### config.mk
export PLATFORM = sky130hd
export DESIGN_NAME = mic_rule_check
export DESIGN_NICKNAME = d
export VERILOG_FILES = /design/src/rtl/mic_pkg.sv /design/src/rtl/mic_rule_check.sv
export SDC_FILE = /design/constraint.sdc
export NUM_CORES = 1
export LEC_CHECK = 0
export CORE_MARGIN = 10
export CORE_UTILIZATION = 57
export DETAILED_ROUTE_END_ITERATION = 6
export DONT_BUFFER_PORTS = 1
export GPL_TIMING_DRIVEN = 0
export PLACE_DENSITY = 0.74
export SETUP_SLACK_MARGIN = 0.05
export SLEW_MARGIN = 20
export SYNTH_ARGS = -nofsm -noshare
export SYNTH_HDL_FRONTEND = slang
export SYNTH_SLANG_ARGS = --single-unit
### constraint.sdc
create_clock -name vclk -period 2.77
set_input_delay 0.554 -clock vclk [all_inputs]
set_output_delay 0.554 -clock vclk [all_outputs]
set_load 0.005 [all_outputs]
### src/rtl/mic_pkg.sv
package mic_pkg;
    localparam int NREF_D   = 4;
    localparam int BANK_W   = 3;
    localparam int CTRL_W   = 2;
    localparam int BUS_W    = 2;
    localparam int NBANK    = 1 << BANK_W;
    localparam int NCTRL    = 1 << CTRL_W;
    localparam int NBUS     = 1 << BUS_W;
    localparam int BANK_GAP = 4;   // minimum beats between starts on one bank
    localparam int WB_LAT   = 7;   // issue beat to register-write beat

    typedef logic [BANK_W-1:0] bank_t;
    typedef logic [CTRL_W-1:0] ctrl_t;
    typedef logic [BUS_W-1:0]  bus_t;

    typedef struct packed {
        logic ctrl;
        logic bus;
        logic bank;
    } viol_t;

    // Controller is the upper part of the bank number.
    function automatic ctrl_t ctrl_of(input bank_t b);
        return b[BANK_W-1 -: CTRL_W];
    endfunction
endpackage

### src/rtl/mic_rule_check.sv
module mic_rule_check
    import mic_pkg::*;
#(
    parameter int NREF = NREF_D
) (
    input  logic [NREF-1:0]        valid,
    input  bank_t [NREF-1:0]       bank,
    input  bus_t [NREF-1:0]        bus,
    input  logic [NBANK-1:0]       bank_busy,
    output viol_t [NREF-1:0]       viol
);
    always_comb begin
        viol = '0;
        for (int i = 0; i < NREF; i++) begin
            if (valid[i]) begin
                viol[i].bank = bank_busy[bank[i]];
                for (int j = 0; j < NREF; j++) begin
                    if (j < i && valid[j]) begin
                        if (ctrl_of(bank[j]) == ctrl_of(bank[i])) viol[i].ctrl = 1'b1;
                        if (bus[j] == bus[i])                     viol[i].bus  = 1'b1;
                        if (bank[j] == bank[i])                   viol[i].bank = 1'b1;
                    end
                end
            end
        end
    end
endmodule

* Yosys cells after proc, flatten, opt, wreduce, memory -nomap -nowiden *
Cells that the tools add are included.
W data, S select, Z words.

operators by class
  muxes and demuxes = 36
  $lt $le $gt $ge = 4
  eq/ne operators = 18

operators with widths
  operator              count
  $mux W3               9
  $eq A2 B2 Y1          12
  $mux W1               23
  $eq A3 B3 Y1          6
  $lt A3 B4 Y1 const B  4
  $bmux W1 S3           4

storage, ports and cells
  logic and storage cells = 58
  flip-flop bits (word level) = 0

* Longest topological paths before layout *
Gate-level depths: netlist of the first run.

  word-level depth = 9
  depth in mapped cells = 4

* Worst setup path after synthesis of the first run *
Ideal clock, no wire load.

  path type = input port to output port
  from = in bank[3] in the netlist's numbering
  to = out viol[3] in the netlist's numbering
  arrival = 1.417 ns
  cell stages on the path = 4
  buffers on the path = 1
  setup slack = 0.799 ns
  cells stage by stage = buf_2 mux4_2 mux2i_1 a21boi_1

RTL lines
  item             line                  text
  start, declared  mic_rule_check.sv:7   input bank_t [NREF-1:0] bank,
  end, declared    mic_rule_check.sv:10  output viol_t [NREF-1:0] viol

==> results_dict.tcl, run 1 <==
set metrics [dict create \
    status "completed" \
    dp_cells 109 \
    power_w 0.000124 \
    synth_cells 93 \
    worst_slack_ns 0.664 \
    grt_overflow 0 \
    ys_types 24 \
    avgRoutedWirePerCell_um 18.4 \
    cts_resized 0 \
    grt_max_degree 10 \
    setup_viol 0 \
    p_per_area_nw_per_um2 158 \
    insertedDiodeCount 0 \
    yosys.area.top_type "xnor2_1" \
    dieArea_um2 3200 \
    dr.pass1.iters 4 \
    drcViolationCount 0 \
    start_util_pct 59.3 \
    flops_and_latches 0 \
    post_dp_cell_area_um2 785 \
    max_freq_ghz 0.475 \
    die_h_um 56.6 \
    clkbuf_count 0 \
    max_stage_delay_ns 0.53 \
    endpoint_kind "output pin" \
    hold_violations 0 \
    path_delay_family "multiplexers" \
    syn_to_final_growth_pct 2.96 \
    vdd_drop_max_uv 84.2 \
    yosys-top-cells-area "xnor2_1 (28%), mux4_2 (18%), mux4_1 (6.9%), nand3_1 (6.6%), mux2i_1 (5.3%)" \
    critPathLaunchType "input pin" \
    cap_viol_max_count 0 \
    wl_um 2010 \
    fillers 135 \
    grt_pass1_vias 706 \
    crit_arrival_ns 1.55 \
    critPathSlowestCell "mux4_2" \
    final_nets 128 \
    multi_input_area_um2 672 \
    finalMaxSlewViolations 0 \
    cts_hold_buf 0 \
    vias_per_cell 6.32 \
    antenna_found_initial 0 \
    final_area_um2 785 \
    grt_usage_pct 11.8 \
    netlist_area_um2 762 \
    hold_class "in2out" \
    syn_area_per_cell_um2 8.19 \
    grt_setup_unrepaired "no" \
    period_share_pct 76.0 \
    drtIter0Drc 12 \
    port_buffers 0 \
    num_vias 689 \
    cp.required_ns 2.22 \
    period_minus_slack_ns 2.11 \
    critPathBufInv 1 \
    drive_above_1_share_pct 17.0 \
    ioPinCount 44 \
    yosysSeqAreaShare_pct 0 \
    ant_nets 0 \
    synth_top_area_share_pct 27.6 \
    tns_ns 0 \
    worstSetupPathType "in2out" \
    num_rows 13 \
    p_leak_nw 0.258 \
    dp_hpwl_um 1770 \
    crit_fanout 7 \
    ys_warn_count 0 \
    postCtsSetupBuffers 0 \
    core_area_um2 1280 \
    die_w_um 56.6 \
    fin_cells 109 \
    post-place-ws_ns 0.663 \
    cp_cell_sequence "buf_2, mux4_2, mux2i_1, a21boi_1" \
    grt_pass1_wl_um 3310 \
    layout.area.seq_um2 0 \
    gp_congestion 0.793 \
]
stage by stage:
step	util (%)	hold slack [ns]
after floorplan	-	1.22
after global placement	61.1	1.25
after detailed placement	61.1	1.25
after CTS	61.1	1.25
after global routing	61.1	1.27
final	61.1	1.25
layout by cell type, fill, tap and decap left out, drive strengths merged, types with 3 or more instances in the layout:
master / instances
a31oi: 3
and2: 4
buf: 7
clkbuf: 9
mux2i: 4
mux4: 8
nand3: 10
nor2: 5
o2111ai: 4
xnor2: 24
synthesized netlist by cell type:
cell type	number
and2_2	3
nor3_1	1
nor2b_1	1
mux4_2	6
nand4_1	2
nor2_1	5
nand3_1	10
xor2_1	2
mux2i_1	4
o2111ai_1	4
a31oi_1	3
buf_2	3
buf_4	2
clkbuf_1	9
xnor2_1	24
a41oi_1	1
buf_6	2
a21oi_1	2
nand2_1	2
mux4_1	2
and2_1	1
a21boi_1	1
conb_1	1
inv_1	2
power by group:
part	leakage [nW]	switching, W	internal [W]
clock	0	0	0
sequential	0	0	0
combinational	0.258	0.0000570	0.0000669
total	0.258	0.0000570	0.0000669
logic make-up (layout without fill, tap and decap cells):
kind of cell | Yosys count | in the layout | share of synthesized area (%)
other | 1 | 2 | 0.492
and+or+nand+nor | 25 | 25 | 16.9
AOI/OAI and AO/OA | 11 | 11 | 10.5
muxes | 12 | 12 | 29.9
xor gates and xnor gates | 26 | 26 | 29.9
buffers and inverters | 18 | 18 | 12.3
area by class of cell:
cell class | count | share of cell area [%]
inverter | 2 | 0.957
multi-input combinational | 76 | 85.6
buffer | 16 | 11.0
tap | 15 | 2.39
layer usage:
layer	GRT usage, %	vias to the layer above	share of wire, %	wire [um]
met5	0	-	0	0
met1	14.1	324	40	811
met4	0	0	0	0
met3	4.94	0	13	262
met2	20.1	33	47	936
li1	-	332	-	-
path summary, 6_finish.rpt:
path / start / end / depth (start not counted)
worst min-delay path: valid[3] / viol[10] / 2
worst max-delay path: bank[3] / viol[3] / 4
Note: power is estimated with default switching activity, not from simulation.
==> run 2: changes to the inputs <==
--- a/config.mk
+++ b/config.mk
@@ -10,7 +10,7 @@
 export DETAILED_ROUTE_END_ITERATION = 6
 export DONT_BUFFER_PORTS = 1
 export GPL_TIMING_DRIVEN = 0
-export PLACE_DENSITY = 0.74
+export PLACE_DENSITY = 0.77
 export SETUP_SLACK_MARGIN = 0.05
 export SLEW_MARGIN = 20
 export SYNTH_ARGS = -nofsm -noshare
==> constraint.sdc (replaced) <==
create_clock -name vclk -period 1.77
set_input_delay 0.354 -clock vclk [all_inputs]
set_output_delay 0.354 -clock vclk [all_outputs]
set_load 0.005 [all_outputs]
==> run 2 against run 1 <==
Combinational power increased by 60%. Non-clock buffer count unchanged. Die area unchanged. Total power increased by 60%. Utilization decreased by 0.19 points. Largest power group unchanged. Setup slack got worse by 0.56 ns. Sequential cell count unchanged. Largest cell class unchanged. Critical endpoint is now viol[9]. Routed wire length increased by 1.9%.
==> results_dict.tcl, run 2 (synthesized netlist as in run 1, its figures left out) <==
set metrics [dict create \
    status "completed" \
    worstSetupPathType "in2out" \
    num_rows 13 \
    die_h_um 56.6 \
    core_area_um2 1280 \
    final_nets 128 \
    min_path_cells 2 \
    dr.pass1.iters 4 \
    max_freq_ghz 0.602 \
    combPwrFrac_pct 100.0 \
    grt_usage_pct 11.7 \
    grt_setup_unrepaired "no" \
    min_from "valid[2]" \
    setup_viol 0 \
    utilization_pct 60.9 \
    clockPowerShare_pct 0 \
    tns_ns 0 \
    cap_viol_max_count 0 \
    drtIter0Drc 16 \
    syn_to_final_growth_pct 2.63 \
    postCtsSetupBuffers 0 \
    grt_pass1_wl_um 3270 \
    antenna_found_initial 0 \
    dieArea_um2 3200 \
    p_leak_nw 0.256 \
    p_per_area_nw_per_um2 253 \
    ioPinCount 44 \
    endpoint_kind "output pin" \
    die_w_um 56.6 \
    grt_pass1_vias 696 \
    clkbuf_count 0 \
    min_to "viol[6]" \
    vdd_drop_max_uv 128 \
    gp_congestion 0.870 \
    crit_arrival_ns 1.31 \
    cp.required_ns 1.42 \
    hold_class "in2out" \
    grt_max_degree 10 \
    flops_and_latches 0 \
    finalMaxSlewViolations 0 \
    insertedDiodeCount 0 \
    drive_above_1_share_pct 21.3 \
    p_sw_w 0.0000915 \
    critPathLaunchType "input pin" \
    dp_hpwl_um 1800 \
    fillers 122 \
    port_buffers 0 \
    final_cell_mix "xnor2_1 (24), nand3_1 (10), mux4_2 (8)" \
    drcViolationCount 0 \
    dp_cells 109 \
    vias_per_cell 6.28 \
    num_vias 685 \
    hold_violations 0 \
    wl_um 2050 \
    post_dp_cell_area_um2 785 \
    grt_overflow 0 \
    avgRoutedWirePerCell_um 18.8 \
    switching_share_pct 46.2 \
    final_common_cell "xnor2_1" \
    fin_cells 109 \
    layout.area.seq_um2 0 \
    period_minus_slack_ns 1.66 \
    cts_resized 0 \
    pwr-share-seq_pct 0 \
    cts_hold_buf 0 \
    internal_power_w 0.000107 \
    start_util_pct 59.3 \
    final_area_um2 782 \
    period_share_pct 93.9 \
    ant_nets 0 \
    crit_fanout 7 \
]
-- run 2: cell types whose count changed in the layout (fill, tap and decap cells not counted) --
cell	before	now
clkbuf_1	9	7
mux4_1	2	0
clkbuf_2	0	2
buf_2	3	2
clkbuf_4	0	1
mux4_2	6	8
-- run 2: worst max path at each step --
stage          startpoint      end
3_5_place_dp      bank[3]  viol[3]
2_1_floorplan     bank[3]  viol[3]
4_1_cts           bank[3]  viol[3]
5_1_grt           bank[0]  viol[0]
3_3_place_gp      bank[3]  viol[3]
6_report          bank[9]  viol[9]
-- run 2: stage by stage --
step / hold WS [ns] / total power [W] / setup WS [ns]
3_5_place_dp: 0.854 / 0.000196 / 0.0843
6_report: 0.850 / 0.000198 / 0.108
2_1_floorplan: 0.817 / 0.000170 / 0.199
3_3_place_gp: 0.850 / 0.000192 / 0.0891
4_1_cts: 0.855 / 0.000196 / 0.0770
5_1_grt: 0.860 / 0.000217 / 0.0628
-- run 2: metal layers --
layer / up-vias / track usage (%) / share of wire, %
met5: - / 0 / 0
met4: 0 / 0.687 / 0
met3: 0 / 6.29 / 15
met2: 40 / 22.7 / 54
met1: 313 / 10.7 / 32
li1: 332 / - / -
-- run 2: critical path, cell delays in order --
cell and delay [ns]:
buf_6 0.11, mux4_2 0.50, mux2i_1 0.16, a41oi_1 0.18
-- run 2: final cells by class --
type / count / area (um^2) / area share (%)
buffer: 16 / 91.3 / 11.7
inverter: 2 / 7.51 / 0.960
multi-input combinational: 76 / 664 / 85.0
tap: 15 / 18.8 / 2.40
-- run 2: power groups by stage --
stage | Clock (W) | Sequential (W) | Combinational, W
floorplan | 0 | 0 | 0.000170
global placement | 0 | 0 | 0.000192
detailed placement | 0 | 0 | 0.000196
CTS | 0 | 0 | 0.000196
global route | 0 | 0 | 0.000217
finish | 0 | 0 | 0.000198
